===== src/rtl/twi_rate_pkg.sv =====
package twi_rate_pkg;
   // exponent interpretation selected by the static mode pin
   typedef enum logic {
      EXP_PLUS_ONE = 1'b0,
      EXP_DIRECT   = 1'b1
   } exp_base_e;

   // exponent field starts at bit 0, mantissa field sits directly above it
   localparam int unsigned EXP_LSB = 0;
endpackage


===== src/rtl/twi_rate_prescale.sv =====
module twi_rate_prescale #(
   parameter int unsigned N_W    = 3,
   parameter bit          ALT_EN = 1'b1
) (
   input  logic           clk,
   input  logic           rst_n,
   input  logic           clr,
   input  logic           alt_mode,
   input  logic [N_W-1:0] exp_n,
   output logic           tick
);
   import twi_rate_pkg::*;

   localparam int unsigned E_W   = N_W + 1;
   localparam int unsigned CNT_W = (1 << N_W);

   logic [E_W-1:0]   shift;
   logic [CNT_W:0]   lim_full;
   logic [CNT_W-1:0] lim;
   logic [CNT_W-1:0] cnt_q;

   generate
      if (ALT_EN) begin : g_sel_base
         always_comb begin
            if (exp_base_e'(alt_mode) == EXP_DIRECT) shift = {1'b0, exp_n};
            else                                     shift = {1'b0, exp_n} + 1'b1;
         end
      end else begin : g_fixed_base
         logic unused_alt;
         assign unused_alt = alt_mode;
         assign shift = {1'b0, exp_n} + 1'b1;
      end
   endgenerate

   assign lim_full = ({{CNT_W{1'b0}}, 1'b1} << shift) - 1'b1;
   assign lim      = lim_full[CNT_W-1:0];
   assign tick     = ~clr & (cnt_q == lim);

   always_ff @(posedge clk) begin
      if (!rst_n || clr)  cnt_q <= '0;
      else if (tick)      cnt_q <= '0;
      else                cnt_q <= cnt_q + 1'b1;
   end
endmodule


===== src/rtl/twi_rate_mant.sv =====
module twi_rate_mant #(
   parameter int unsigned M_W = 4
) (
   input  logic           clk,
   input  logic           rst_n,
   input  logic           clr,
   input  logic           tick,
   input  logic [M_W-1:0] mant,
   output logic           term
);
   logic [M_W-1:0] cnt_q;

   assign term = tick & (cnt_q == mant);

   always_ff @(posedge clk) begin
      if (!rst_n || clr) cnt_q <= '0;
      else if (term)     cnt_q <= '0;
      else if (tick)     cnt_q <= cnt_q + 1'b1;
   end
endmodule


===== src/rtl/twi_rate_phase.sv =====
module twi_rate_phase #(
   parameter int unsigned OVERSAMPLE = 10,
   parameter int unsigned PH_W       = $clog2(OVERSAMPLE)
) (
   input  logic            clk,
   input  logic            rst_n,
   input  logic            clr,
   input  logic            term,
   output logic            stb,
   output logic [PH_W-1:0] idx,
   output logic            last
);
   localparam logic [PH_W-1:0] LAST_IDX = PH_W'(OVERSAMPLE - 1);

   logic [PH_W-1:0] seq_q;

   always_ff @(posedge clk) begin
      if (!rst_n) begin
         seq_q <= '0;
         stb   <= 1'b0;
         idx   <= '0;
         last  <= 1'b0;
      end else if (clr) begin
         seq_q <= '0;
         stb   <= 1'b0;
         last  <= 1'b0;
      end else begin
         stb  <= term;
         last <= term & (seq_q == LAST_IDX);
         if (term) begin
            idx   <= seq_q;
            seq_q <= (seq_q == LAST_IDX) ? '0 : seq_q + 1'b1;
         end
      end
   end
endmodule


===== src/rtl/twi_rate_gen.sv =====
module twi_rate_gen #(
   parameter int unsigned CFG_W      = 8,
   parameter int unsigned N_W        = 3,
   parameter int unsigned M_W        = 4,
   parameter int unsigned OVERSAMPLE = 10,
   parameter bit          ALT_EN     = 1'b1,
   parameter logic [CFG_W-1:0] RST_CFG = '0,
   parameter int unsigned PH_W       = $clog2(OVERSAMPLE)
) (
   input  logic             clk,
   input  logic             rst_n,
   input  logic             enable,
   input  logic             alt_mode,
   input  logic             cfg_we,
   input  logic [CFG_W-1:0] cfg_wdata,
   output logic             phase_stb,
   output logic [PH_W-1:0]  phase_idx,
   output logic             period_stb
);
   import twi_rate_pkg::*;

   localparam int unsigned M_LSB   = EXP_LSB + N_W;
   localparam int unsigned FIELD_W = N_W + M_W;

   generate
      if (CFG_W < FIELD_W) begin : g_bad_cfg_w
         $error("setting register too narrow for its fields");
      end
      if (OVERSAMPLE < 2) begin : g_bad_os
         $error("oversampling must be at least two");
      end
      if (N_W > 4) begin : g_bad_nw
         $error("exponent width makes the prescaler too wide");
      end
      if (CFG_W > FIELD_W) begin : g_spare_bits
         logic unused_hi;
         assign unused_hi = ^cfg_wdata[CFG_W-1:FIELD_W];
      end
   endgenerate

   logic [N_W-1:0] exp_q;
   logic [M_W-1:0] mant_q;
   logic           clr;
   logic           pre_tick;
   logic           mant_term;

   always_ff @(posedge clk) begin
      if (!rst_n) begin
         exp_q  <= RST_CFG[EXP_LSB +: N_W];
         mant_q <= RST_CFG[M_LSB +: M_W];
      end else if (cfg_we) begin
         exp_q  <= cfg_wdata[EXP_LSB +: N_W];
         mant_q <= cfg_wdata[M_LSB +: M_W];
      end
   end

   assign clr = cfg_we | ~enable;

   twi_rate_prescale #(.N_W(N_W), .ALT_EN(ALT_EN)) u_pre (
      .clk(clk), .rst_n(rst_n), .clr(clr), .alt_mode(alt_mode),
      .exp_n(exp_q), .tick(pre_tick)
   );

   twi_rate_mant #(.M_W(M_W)) u_mant (
      .clk(clk), .rst_n(rst_n), .clr(clr), .tick(pre_tick),
      .mant(mant_q), .term(mant_term)
   );

   twi_rate_phase #(.OVERSAMPLE(OVERSAMPLE), .PH_W(PH_W)) u_phase (
      .clk(clk), .rst_n(rst_n), .clr(clr), .term(mant_term),
      .stb(phase_stb), .idx(phase_idx), .last(period_stb)
   );
endmodule


===== config.mk =====
export PLATFORM = sky130hd
export DESIGN_NAME = twi_rate_gen
export DESIGN_NICKNAME = d
export VERILOG_FILES = /design/src/rtl/twi_rate_pkg.sv /design/src/rtl/twi_rate_prescale.sv /design/src/rtl/twi_rate_mant.sv /design/src/rtl/twi_rate_phase.sv /design/src/rtl/twi_rate_gen.sv
export SDC_FILE = /design/constraint.sdc
export NUM_CORES = 1
export LEC_CHECK = 0
export BUFFER_PORTS_ARGS = -buffer_cell sky130_fd_sc_hd__buf_2
export CORE_MARGIN = 8
export CORE_UTILIZATION = 45
export CTS_CLUSTER_DIAMETER = 120
export DETAILED_ROUTE_END_ITERATION = 8
export GPL_TIMING_DRIVEN = 0
export MAX_ROUTING_LAYER = met4
export PLACE_DENSITY = 0.75
export RECOVER_POWER = 100
export SLEW_MARGIN = 10
export SYNTH_ARGS = -nofsm -noshare
export SYNTH_HDL_FRONTEND = slang
export SYNTH_SLANG_ARGS = --single-unit

===== constraint.sdc =====
create_clock -name clk -period 3.1 [get_ports clk]
set_input_delay 0.465 -clock clk [delete_from_list [all_inputs] [get_ports clk]]
set_output_delay 0.465 -clock clk [all_outputs]
set_load 0.02 [all_outputs]

Word-level counts from Yosys, hierarchy flattened
Cells that the tools add are included.
{"block": "word_totals", "elab_cells": 32, "inputBits": 13, "reg_bits": 29, "output_inout_bits": 6}
{"block": "op_classes", "n_eq_ne": 3, "add_sub_neg": 5, "n_bitwise": 7, "shifts": 1, "muxes": 2, "reduce_logical": 6}
{"cell": "4-bit by 1-bit adder with 4-bit output (second input constant)", "n": 2}
{"cell": "8-bit by 1-bit adder with 8-bit output (second input constant)", "n": 1}
{"cell": "8-bit == test", "n": 1}
{"cell": "4-bit 2-to-1 mux", "n": 2}
{"cell": "1-bit by 4-bit left shift with 8-bit output (first input constant)", "n": 1}
{"cell": "8-bit by 1-bit subtractor with 8-bit output (second input constant)", "n": 1}
{"cell": "2-bit OR reduction", "n": 3}
{"cell": "3-bit by 1-bit adder with 4-bit output (second input constant)", "n": 1}
{"cell": "4-bit == test", "n": 1}
{"cell": "4-bit == test (second input constant)", "n": 1}
{"cell": "1-bit AND", "n": 3}
{"cell": "1-bit NOT", "n": 3}
{"cell": "2-bit AND reduction", "n": 1}
{"cell": "1-bit logical NOT", "n": 1}
{"cell": "1-bit logical OR", "n": 1}
{"cell": "1-bit OR", "n": 1}

Logic depth before layout (Yosys ltp)
Gate-level depths: netlist (run 1).
{"block": "logic_depth", "depth_word": 8, "mapped_depth": 15, "depth_no_buf": 12}

Modules after synthesis
A second synthesis (run 1) with hierarchy kept.
{"block": "unflattened", "cells_unflattened": 193, "area_unflattened_um2": 1783.0}
{"mod": "twi_rate_prescale", "cells_each": 107, "n_inst": 1, "area_per_inst_um2": 869.6}
{"mod": "twi_rate_phase", "cells_each": 38, "n_inst": 1, "area_per_inst_um2": 392.9}
{"mod": "twi_rate_gen", "cells_each": 23, "n_inst": 1, "area_per_inst_um2": 271.5}
{"mod": "twi_rate_mant", "cells_each": 25, "n_inst": 1, "area_per_inst_um2": 249.0}

Worst setup path after synthesis (run 1)
Ideal clock, no wire load.
{"block": "synth_timing", "kind": "register to register", "startpoint": "register exp_q[1]", "endpoint": "register u_mant.cnt_q[3]", "t_required_ns": 3.028, "stages_incl_launch_ff": 15, "setup_slack_ns": -0.132, "setup_ns": 0.072, "arrival_time_ns": 3.161, "cell_sequence": "dfxtp_1 -> ha_1 -> buf_2 -> nor3b_2 -> o21a_1 -> nor2_1 -> ha_1 -> buf_4 -> xnor2_1 -> a311oi_1 -> o2111ai_1 -> a211oi_2 -> o2111ai_2 -> or4_1 -> a21oi_1"}
{"block": "synth_between", "elab_chain_len": 8}
{"element": "start: declaration", "line_no": "twi_rate_gen.sv:41", "source": "logic [N_W-1:0] exp_q;"}
{"element": "start signal: assignment", "line_no": "twi_rate_gen.sv:49", "source": "exp_q <= RST_CFG[EXP_LSB +: N_W];"}
{"element": "start signal: assignment", "line_no": "twi_rate_gen.sv:52", "source": "exp_q <= cfg_wdata[EXP_LSB +: N_W];"}
{"element": "3-bit by 1-bit adder with 4-bit output", "line_no": "twi_rate_prescale.sv:26", "source": "else shift = {1'b0, exp_n} + 1'b1;"}
{"element": "4-bit 2-to-1 mux (*)", "line_no": "twi_rate_prescale.sv:25", "source": "if (exp_base_e'(alt_mode) == EXP_DIRECT) shift = {1'b0, exp_n};"}
{"element": "1-bit by 4-bit left shift with 8-bit output (*)", "line_no": "twi_rate_prescale.sv:35", "source": "assign lim_full = ({{CNT_W{1'b0}}, 1'b1} << shift) - 1'b1;"}
{"element": "8-bit by 1-bit subtractor with 8-bit output (*)", "line_no": "twi_rate_prescale.sv:35"}
{"element": "8-bit == test (*)", "line_no": "twi_rate_prescale.sv:37", "source": "assign tick = ~clr & (cnt_q == lim);"}
{"element": "1-bit AND (*)", "line_no": "twi_rate_prescale.sv:37"}
{"element": "1-bit AND", "line_no": "twi_rate_mant.sv:13", "source": "assign term = tick & (cnt_q == mant);"}
{"element": "2-bit OR reduction (no line)"}
{"element": "end signal: assignment", "line_no": "twi_rate_mant.sv:18", "source": "else if (tick) cnt_q <= cnt_q + 1'b1;"}
{"element": "end: declaration", "line_no": "twi_rate_mant.sv:11", "source": "logic [M_W-1:0] cnt_q;"}
Every way passes the cells marked *; elsewhere a longest branch is shown, timed or not.
A chain may end at the register's enable or synchronous reset.

Worst setup path in the final report (run 1)
{"block": "layout_timing", "startpoint": "register exp_q[1]", "endpoint": "register u_mant.cnt_q[0]"}
The elaborated chain is that of the path after synthesis.

==> out/metrics.csv, run 1 <==
stage;metric;value;unit
sta;grt_setup_unrepaired;yes;
power;ir_drop;307.4;uV
setup_path;crit_top_cell;buf_6;
routing;viasPerCell;6.018;
finish;drive_gt1_share;29.43;%
setup_path;worst_path_max_delay_cell;dfxtp_4;
routing;route.detailed.drc;0;
routing;drt_iter0_drc;212;
clock_network;cts_tree;built;
clock_network;clock_sinks;29;
finish;utilization;60.20;%
placed_design;gp_congestion;0.9044;
outcome;violations;setup timing;
yosys;synth_area_per_cell;8.312;um^2
sta;fin_ws;-0.1726;ns
sta;finalMaxSlewViolations;0;
clock_network;cts_hold_buf;0;
finish;final_nets;298;
setup_path;r2r-end;u_mant.cnt_q[0]$_SDFFE_PP0P_;
die;coreArea;0.004294;mm^2
routing;first_pass_iters;4;
clock_network;clock_latency;0.29;ns
placed_design;preCtsSetupSlack;-0.4424;ns
finish;syn_to_final_growth;30.68;%
clock_network;clk_pin_slew_worst_paths;0.07;ns
worst_hold_path;hold_path_class;in2reg;
setup_path;critical_path.endpoint_type;register;
global_route;grt_max_degree;11;
global_route;grt_pass1_wl;9.204;mm
clock_network;cts_made_buffers;5;
yosys;synthCells;238;
sta;worstMarginPinSlew;0.5330;ns
global_route;antenna_found_initial;0;
power;power_density;392.0;mW/mm^2
routing;num_vias;2010;
outcome;status;complete, but fails checks;
yosys;synth_edf_count;0;
setup_path;cp_cell_sequence;ha_4, buf_6, and3b_2, o21a_1, nor2_1, ha_2, buf_6, xnor2_4, a311oi_2, o2111ai_2, a211oi_2, o2111ai_4, buf_6, or3_4, a21oi_2;
yosys;syn_nets;255;
finish;final_common_cell;dfxtp_1;
sta;clock_skew;0.008092;ns
die;start_util;46.07;%
placed_design;portBuffers;15;
sta;fin_crit;3.273;ns
yosys;synth-main-ff-cell;dfxtp_1;
clock_network;root_buffer;clkbuf_8;
sta;slew-limit-headroom;64.36;%
run;max_cap_viol_count;0;
setup_path;r2r_start;exp_q[1]$_SDFFE_PN0P_;
die;die_w;82.30;um
setup_path;cp-endpoint;u_mant.cnt_q[0]$_SDFFE_PP0P_;
setup_path;cp_top_family;compound AO/OA/AOI/OAI gates;
global_route;grt_pass1_vias;1917;
yosys;synth-seq-cells;29;
yosys;async_flop_share;0;%
setup_path;cp_data_arrival_time;3.50;ns
yosys;ys_types;56;
power;p_leak;0.9872;nW
setup_path;r2r_setup_slack;-0.17;ns
routing;finalWirelength;5.732;mm
setup_path;worst-r2r-cell-count;15;
die;num_io_pins;19;
setup_path;crit_start;exp_q[1]$_SDFFE_PN0P_;
setup_path;worstSetupPathType;reg2reg;
placed_design;dp_hpwl;3.593;mm
yosys;syn_area;0.001978;mm^2
setup_path;worst-path-stages;15;
clock_network;cts-htree-levels;2;
setup_path;crit_path_max_incr_delay;0.36;ns
yosys;synth_seq_area_share;29.35;%
routing;antenna_left;0;
setup_path;cp_num_buf_inv;3;
sta;post-route-period-util;105.6;%
setup_path;cp-start-kind;register;
die;fp.dieH;82.30;um
sta;fmax;0.3056;GHz
yosys;yosys_warnings;0;
finish;antenna_cells;0;
die;die_area;0.006773;mm^2
setup_path;path_max_fanout;6;
die;rows;24;
routing;wire_per_inst;17.16;um
sta;finalSetupViolCount;17;
finish;final_cell_mix;dfxtp_1, nor2_1, buf_4, a21oi_1, nand3_1;
clock_network;clockBufferDepth;2;
sta;hold_violations;0;
setup_path;cp.required;3.32;ns
global_route;track_usage;17.76;%
global_route;overflow;0;
-- worst min-delay path by stage --
stage	from	end	slack, ns	cells after the start
2_1_floorplan	u_pre.cnt_q[0]$_SDFF_PP0_	u_pre.cnt_q[0]$_SDFF_PP0_	0.44	1
3_3_place_gp	u_phase.idx[0]$_SDFFE_PN0P_	u_phase.idx[0]$_SDFFE_PN0P_	0.45	2
3_5_place_dp	u_phase.idx[0]$_SDFFE_PN0P_	u_phase.idx[0]$_SDFFE_PN0P_	0.46	2
4_1_cts	cfg_wdata[6]	mant_q[3]$_SDFFE_PN0P_	0.41	3
5_1_grt	cfg_wdata[3]	mant_q[0]$_SDFFE_PN0P_	0.42	3
6_report	cfg_wdata[6]	mant_q[3]$_SDFFE_PN0P_	0.41	3
-- repair_timing --
item,in CTS,in global routing
setup buffers,14,7
setup endpoints to repair,21,22
gates resized for setup,27,18
cloned,1,0
pin swaps,16,10
-- tightest hold or removal path: cells and delay by family --
family	cells	cell delay, ns
AND/OR/NAND/NOR	1	0.07
multiplexers	1	0.05
buffers and inverters	1	0.07
-- registers in the layout, summed over array words and instances (netlist names) --
signal and cells:
exp_q 3, u_pre.cnt_q 8, u_phase.last 1, u_phase.idx 4
u_mant.cnt_q 4, u_phase.seq_q 4, u_phase.stb 1, mant_q 4
-- per-stage QoR --
stage | instance area, um^2 | power [mW] | hold WS [ns] | std cells | setup TNS, ns
detailed placement | 2122 | 0.5470 | 0.4606 | 305 | -5.064
floorplan | 1982 | 0.5117 | 0.4411 | 238 | 0
CTS | 2456 | 0.9915 | 0.4110 | 327 | -1.256
global route | 2585 | 1.053 | 0.4207 | 334 | -4.517
finish | 2585 | 1.013 | 0.4073 | 334 | -0.8843
global placement | 2122 | 0.5446 | 0.4541 | 305 | -4.981
-- synthesized netlist by cell type, drive strengths merged, types with 2 or more instances --
cell type   n  area share [%]
a21boi      2            0.76
a21oi      16             4.0
a31oi       2            0.63
and2        2            0.63
buf        13             4.9
clkbuf      3            0.57
dfxtp      29              29
ha          4             2.5
inv        10             1.9
mux2        2             1.1
mux2i       9             4.6
nand2      12             2.3
nand2b      7             2.2
nand3      15             3.8
nand3b      3             1.8
nand4       6             1.9
nand4b      3             1.3
nor2       23             4.4
nor2b       5             1.6
nor3        3            0.76
nor3b       3             1.4
nor4        3            0.95
o2111a      2             1.1
o2111ai     4             2.1
o211a       3             1.5
o21a        3             1.1
o21ai      10             2.5
o221ai      5             2.2
o31ai       2             1.0
xnor2      10             4.4
xor2        5             2.2
-- kinds of logic (layout without fill, tap and decap cells) --
kind of cell    count (synthesis)  in the layout  share of synthesized area (%)
buf+inv                        26             70                          7.400
compound gates                 59             59                          21.76
flops                          29             29                          29.35
simple gates                   94             94                          26.63
fa+ha+maj                       4              4                          2.530
mux                            11             11                          5.693
xor+xnor                       15             15                          6.641
-- report_power, final --
part / internal (mW) / leakage, nW / switching [mW] / total [mW]
Combinational: 0.0912 / 0.693 / 0.118 / 0.209
Sequential: 0.378 / 0.237 / 0.00564 / 0.384
Clock: 0.261 / 0.0574 / 0.160 / 0.421
Total: 0.731 / 0.987 / 0.283 / 1.01
-- routing by layer --
metal	up-vias	global-route usage, %	part of all wire, %
met5	-	-	0
met2	76	28.35	48
met3	15	4.329	4.8
met4	0	5.088	2.0
li1	964	-	-
met1	955	21.66	45
-- layout make-up --
| cell class | instances | area [um^2] |
|---|---|---|
| Sequential cell | 29 | 589.3 |
| Clock buffer | 6 | 82.58 |
| Fill cell | 372 | 1709 |
| Tap cell | 52 | 65.06 |
| Buffer | 15 | 125.1 |
| Clock inverter | 2 | 37.54 |
| Multi-Input combinational cell | 183 | 1399 |
| Inverter | 10 | 37.54 |
| Timing Repair Buffer | 37 | 249.0 |
Note: power is estimated with default switching activity, not from simulation.
==> inputs of run 2 (changes only) <==
- REMOVE_ABC_BUFFERS: not set -> 1
==> out/metrics.csv, run 2 (synthesized netlist as in run 1, its figures left out) <==
stage;metric;value;unit;change
sta;grt_setup_unrepaired;yes;;
routing;wire_per_inst;15.76;um;-8.1%
finish;syn_to_final_growth;18.98;%;
global_route;grt_pass1_wl;8.079;mm;-12%
sta;tns;-0.1765;ns;+0.7078 ns
sta;fmax;0.3155;GHz;+3.2%
clock_network;cts_tree;built;;
finish;antenna_cells;0;;unchanged
sta;slew-limit-headroom;62.60;%;-1.8 points
placed_design;portBuffers;17;;+2
finish;utilization;54.81;%;-5.4 points
setup_path;r2r_start;exp_q[0]$_SDFFE_PN0P_;;
clock_network;root_buffer;clkbuf_8;;
routing;num_vias;1918;;-4.6%
power;ir_drop;351.4;uV;+14%
setup_path;r2r-end;u_mant.cnt_q[0]$_SDFFE_PP0P_;;
sta;finalMaxSlewViolations;0;;unchanged
sta;finalSetupViolCount;7;;-10
sta;worstMarginPinSlew;0.5610;ns;+0.02800 ns
sta;clock_skew;0.009075;ns;+0.0009828 ns
finish;final_common_cell;dfxtp_1;;
global_route;grt_pass1_vias;1727;;-9.9%
clock_network;clock_sinks;29;;unchanged
power;power;0.8723;mW;-14%
routing;finalWirelength;5.013;mm;-13%
worst_hold_path;hold_path_class;in2reg;;
setup_path;critical_path.endpoint_type;register;;
routing;route.detailed.drc;0;;unchanged
setup_path;cp_cell_sequence;ha_4, nor4_1, a21oi_1, ha_4, buf_4, buf_4, xor2_1, nand2_1, o221ai_1, a211oi_2, o2111ai_4, buf_6, or3_1, a21oi_1;;
finish;final_nets;282;;-5.4%
global_route;antenna_found_initial;0;;unchanged
routing;viasPerCell;6.031;;+0.22%
global_route;overflow;0;;unchanged
routing;dr.max_layer_used;met4;;
routing;first_pass_iters;5;;+1
die;die_area;0.006773;mm^2;unchanged
setup_path;cp-endpoint;u_mant.cnt_q[0]$_SDFFE_PP0P_;;
finish;largest_register_ffs;8;;unchanged
routing;drt_iter0_drc;127;;-40%
die;start_util;46.07;%;unchanged
setup_path;path_max_fanout;6;;unchanged
outcome;status;complete, but fails checks;;
routing;wl_met3;330;um;+21%
routing;antenna_left;0;;unchanged
global_route;track_usage;15.46;%;-2.3 points
outcome;violations;setup timing;;
clock_network;clk_pin_slew_worst_paths;0.06;ns;about the same
global_route;grt_max_degree;24;;+13
die;num_io_pins;19;;unchanged
placed_design;gp_congestion;0.9082;;+0.42%
sta;hold_violations;0;;unchanged
die;die_w;82.30;um;unchanged
setup_path;r2r_setup_slack;-0.07;ns;+0.10 ns
sta;post-route-period-util;102.3;%;-3.3 points
clock_network;cts-htree-levels;2;;unchanged
routing;m1WireLength;2.271;mm;-12%
sta;fin_crit;3.170;ns;-0.1029 ns
setup_path;worst-r2r-cell-count;14;;-1
power;power_density;370.6;mW/mm^2;-5.5%
routing;wl_met2;2.325;mm;-16%
finish;final_cell_mix;dfxtp_1, nor2_1, buf_4, buf_2, nand3_1;;
power;p_leak;0.9005;nW;-8.8%
setup_path;crit_path_max_incr_delay;0.36;ns;about the same
clock_network;cts_made_buffers;5;;unchanged
die;coreArea;0.004294;mm^2;unchanged
clock_network;clockBufferDepth;2;;unchanged
placed_design;preCtsSetupSlack;-1.329;ns;-0.8871 ns
setup_path;cp.required;3.31;ns;about the same
setup_path;worstSetupPathType;reg2reg;;
die;rows;24;;unchanged
setup_path;crit_start;exp_q[0]$_SDFFE_PN0P_;;
setup_path;worst_path_max_delay_cell;dfxtp_4;;
placed_design;dp_hpwl;3.064;mm;-15%
sta;fin_ws;-0.06975;ns;+0.1029 ns
finish;regMostFlops;u_pre.cnt_q;;
finish;drive_gt1_share;25.56;%;-3.9 points
setup_path;cp-start-kind;register;;
die;fp.dieH;82.30;um;unchanged
clock_network;clock_latency;0.28;ns;about the same
setup_path;cp_data_arrival_time;3.38;ns;-0.12 ns
run;max_cap_viol_count;0;;unchanged
sta;timing.hold.ws;0.4157;ns;+0.008348 ns
-- run 2: layout make-up --
class / count / area [um^2]
well taps: 52 / 65.06
flip-flops and latches: 29 / 591.8
inverters: 10 / 37.54
fillers: 380 / 1941
clock inverters: 3 / 17.52
multi-input cells: 183 / 1346
clock buffers: 5 / 68.82
repair buffers: 36 / 226.5
-- run 2: how the worst min path moves through the flow --
| stage | start | to | cells past startpoint |
|---|---|---|---|
| 2_1_floorplan | u_pre.cnt_q[0]$_SDFF_PP0_ | u_pre.cnt_q[0]$_SDFF_PP0_ | 1 |
| 3_3_place_gp | u_phase.idx[1]$_SDFFE_PN0P_ | u_phase.idx[1]$_SDFFE_PN0P_ | 2 |
| 3_5_place_dp | u_phase.idx[1]$_SDFFE_PN0P_ | u_phase.idx[1]$_SDFFE_PN0P_ | 2 |
| 4_1_cts | cfg_wdata[5] | mant_q[2]$_SDFFE_PN0P_ | 3 |
| 5_1_grt | cfg_wdata[5] | mant_q[2]$_SDFFE_PN0P_ | 3 |
| 6_report | cfg_wdata[5] | mant_q[2]$_SDFFE_PN0P_ | 3 |
-- run 2: where the power goes --
part           internal, mW  switching, mW
sequential            0.378         0.0104
clock                 0.154          0.145
combinational        0.0804          0.104
total                 0.613          0.259
-- run 2: stage by stage --
stage	std cells	instance area (um^2)
3_5_place_dp	291	2019
5_1_grt	318	2354
3_3_place_gp	291	2019
6_report	318	2354
2_1_floorplan	222	1869
4_1_cts	316	2281
-- run 2: what timing repair did --
action | in CTS | in global routing
hold buffers | 0 | 0
resized for setup | 11 | 17
gates cloned | 0 | 0
pin swaps | 6 | 11
setup endpoints to repair | 22 | 21
setup buffers | 17 | 2
endpoints found under the hold margin | 0 | 0
-- run 2: layer usage --
layer | track usage, % | vias to the layer above
met2 | 23.65 | 79
met3 | 3.139 | 9
met4 | 6.491 | 0
met1 | 19.30 | 900
met5 | - | -
li1 | - | 930
-- run 2: critical path: cells and delay by family, from the launching register on --
kind                     cells  cell delay, ns
AO/OA/AOI/OAI                5            0.93
AND/OR/NAND/NOR              3            0.76
buffers and inverters        3            0.47
adder cells (fa/ha/maj)      2            0.47
flip-flops                   1            0.36
XOR/XNOR                     1            0.14
==> inputs of run 3 (changes only) <==
- BUFFER_PORTS_ARGS: -buffer_cell sky130_fd_sc_hd__buf_2 -> -buffer_cell sky130_fd_sc_hd__buf_4
- CORE_UTILIZATION: 45 -> 53
- PLACE_DENSITY: 0.75 -> 0.84
==> out/metrics.csv, run 3 (synthesized netlist as in run 1, its figures left out) <==
stage;metric;value;unit;change
global_route;track_usage;17.37;%;+1.9 points
placed_design;portBuffers;17;;unchanged
setup_path;critical_path.endpoint_type;register;;
sta;slew-limit-headroom;66.54;%;+3.9 points
sta;finalMaxSlewViolations;0;;unchanged
sta;hold_violations;0;;unchanged
power;p_leak;0.9486;nW;+5.3%
die;fp.dieH;77.09;um;-6.3%
global_route;grt_pass1_wl;8.473;mm;+4.9%
sta;fin_crit;3.462;ns;+0.2923 ns
power;power_density;430.0;mW/mm^2;+16%
global_route;antenna_found_initial;0;;unchanged
finish;drive_gt1_share;29.17;%;+3.6 points
global_route;grt_max_degree;24;;unchanged
setup_path;cp.required;3.26;ns;-0.05 ns
finish;regMostFlops;u_pre.cnt_q;;
worst_hold_path;hold_path_class;in2reg;;
clock_network;cts-htree-levels;2;;unchanged
clock_network;cts_hold_buf;0;;unchanged
sta;tns;-1.952;ns;-1.775 ns
finish;largest_register_ffs;8;;unchanged
placed_design;dp_cells;287;;-1.4%
die;num_io_pins;19;;unchanged
sta;clock_skew;0.01053;ns;+0.001450 ns
global_route;grt_pass1_vias;1783;;+3.2%
die;start_util;54.44;%;+8.4 points
routing;first_pass_iters;5;;unchanged
finish;stdcell_count;312;;-1.9%
power;seqPwrFrac;36.0;%;-8.5 points
finish;multiInputGateArea;0.001444;mm^2;+7.2%
clock_network;clockBufferDepth;2;;unchanged
finish;seq_area;591.8;um^2;unchanged
finish;final_cell_mix;buf_4, dfxtp_1, nor2_1, a21oi_1, nand3_1;;
finish;final_nets;280;;-0.71%
finish;final_common_cell;buf_4;;
finish;utilization;69.46;%;+15 points
clock_network;clock_sinks;29;;unchanged
placed_design;dp_hpwl;2.942;mm;-4.0%
sta;worstMarginPinSlew;0.5004;ns;-0.06062 ns
setup_path;cp_cell_sequence;nand2b_1, nor3_1, nor2_2, ha_4, buf_4, buf_4, xor2_1, nand2_1, o221ai_2, a211oi_2, o2111ai_4, buf_6, o41ai_1, a21oi_1;;
finish;design_area;0.002524;mm^2;+7.2%
power;switchingPower;0.2902;mW;+12%
routing;drt_iter0_drc;371;;+190%
setup_path;worst_path_max_delay_cell;dfxtp_4;;
routing;finalWirelength;6.125;mm;+22%
power;ir_drop;335.2;uV;-4.6%
clock_network;clock_latency;0.29;ns;about the same
setup_path;crit_top_cell;buf_4;;
sta;fin_ws;-0.3621;ns;-0.2923 ns
die;die_w;77.09;um;-6.3%
die;coreArea;0.003633;mm^2;-15%
sta;post-route-period-util;111.7;%;+9.4 points
clock_network;root_buffer;clkbuf_8;;
run;max_cap_viol_count;0;;unchanged
power;swShare;26.75;%;-3.0 points
outcome;status;complete, but fails checks;;
sta;fmax;0.2888;GHz;-8.4%
placed_design;postPlaceCellArea;0.002057;mm^2;+1.9%
placed_design;preCtsSetupSlack;-1.261;ns;+0.06875 ns
routing;viasPerCell;6.740;;+12%
power;pwr-share-comb;20.6;%;-0.5 points
routing;antenna_left;0;;unchanged
power;power;1.085;mW;+24%
setup_path;cp_num_buf_inv;3;;unchanged
global_route;overflow;0;;unchanged
setup_path;worstSetupPathType;reg2reg;;
routing;num_vias;2103;;+9.6%
clock_network;cts_made_buffers;5;;unchanged
routing;wire_per_inst;19.63;um;+25%
placed_design;gp_congestion;0.9145;;+0.69%
setup_path;cp-start-kind;register;;
finish;syn_to_final_growth;27.58;%;
sta;timing.hold.ws;0.4146;ns;-0.001100 ns
die;rows;22;;-8.3%
finish;antenna_cells;0;;unchanged
setup_path;cp_top_family;compound AO/OA/AOI/OAI gates;;
die;die_area;0.005943;mm^2;-12%
setup_path;path_max_fanout;23;;+17
clock_network;cts_tree;built;;
setup_path;crit_path_max_incr_delay;0.44;ns;+0.08 ns
sta;grt_setup_unrepaired;yes;;
clock_network;clk_pin_slew_worst_paths;0.07;ns;about the same
outcome;violations;setup timing;;
setup_path;cp_data_arrival_time;3.62;ns;+0.24 ns
routing;route.detailed.drc;0;;unchanged
sta;finalSetupViolCount;21;;+14
power;clkPwrFrac;43.4;%;+9.0 points
power;p_int;0.7948;mW;+30%
finish;n_fill_cell;260;;-32%
## run 3: layout make-up
type,count,share of cell area [%]
clock buffer,5,2.727
sequential,29,23.45
multi-input combinational,183,57.21
inverter,10,1.487
timing repair buffer,34,10.16
tap,48,2.380
clock inverter,3,2.578
## run 3: per-layer routing
layer	track usage (%)	vias to the layer above	part of all wire (%)
li1	-	929	-
met1	21.95	1000	39
met2	25.49	150	49
met3	3.263	24	8.4
met4	9.434	0	3.2
met5	-	-	0
## run 3: worst paths after layout
check	startpoint	cells after the start	to	slack (ns)
hold / removal	cfg_wdata[6]	3	mant_q[3]$_SDFFE_PN0P_	0.41
hold reg to reg	u_phase.idx[2]$_SDFFE_PN0P_	2	u_phase.idx[2]$_SDFFE_PN0P_	0.48
setup reg to reg	exp_q[2]$_SDFFE_PN0P_	14	u_phase.seq_q[2]$_SDFFE_PP0P_	-0.36
setup / recovery	exp_q[2]$_SDFFE_PN0P_	14	u_phase.seq_q[2]$_SDFFE_PP0P_	-0.36
## run 3: power by group through the flow
| stage | Combinational (mW) | Sequential (mW) | Clock [mW] |
|---|---|---|---|
| finish | 0.223 | 0.391 | 0.471 |
| global route | 0.235 | 0.391 | 0.490 |
| CTS | 0.162 | 0.389 | 0.470 |
| detailed placement | 0.131 | 0.403 | 0 |
| global placement | 0.128 | 0.403 | 0 |
| floorplan | 0.0954 | 0.398 | 0 |
## run 3: worst register-to-register path, delay by kind of cell, from the launching register on
| kind | cells | cell delay [ns] |
|---|---|---|
| compound gates | 5 | 1.24 |
| simple gates | 4 | 0.85 |
| flops | 1 | 0.44 |
| fa+ha+maj | 1 | 0.20 |
| xor+xnor | 1 | 0.13 |
| buf+inv | 3 | 0.47 |
## run 3: what timing repair did
action                                 in CTS  in global routing
cloned                                      0                  1
endpoints found under the hold margin       0                  0
gates resized for setup                    12                 33
pin swaps                                   7                 13
setup buffers                              11                  5
setup endpoints to repair                  22                 21
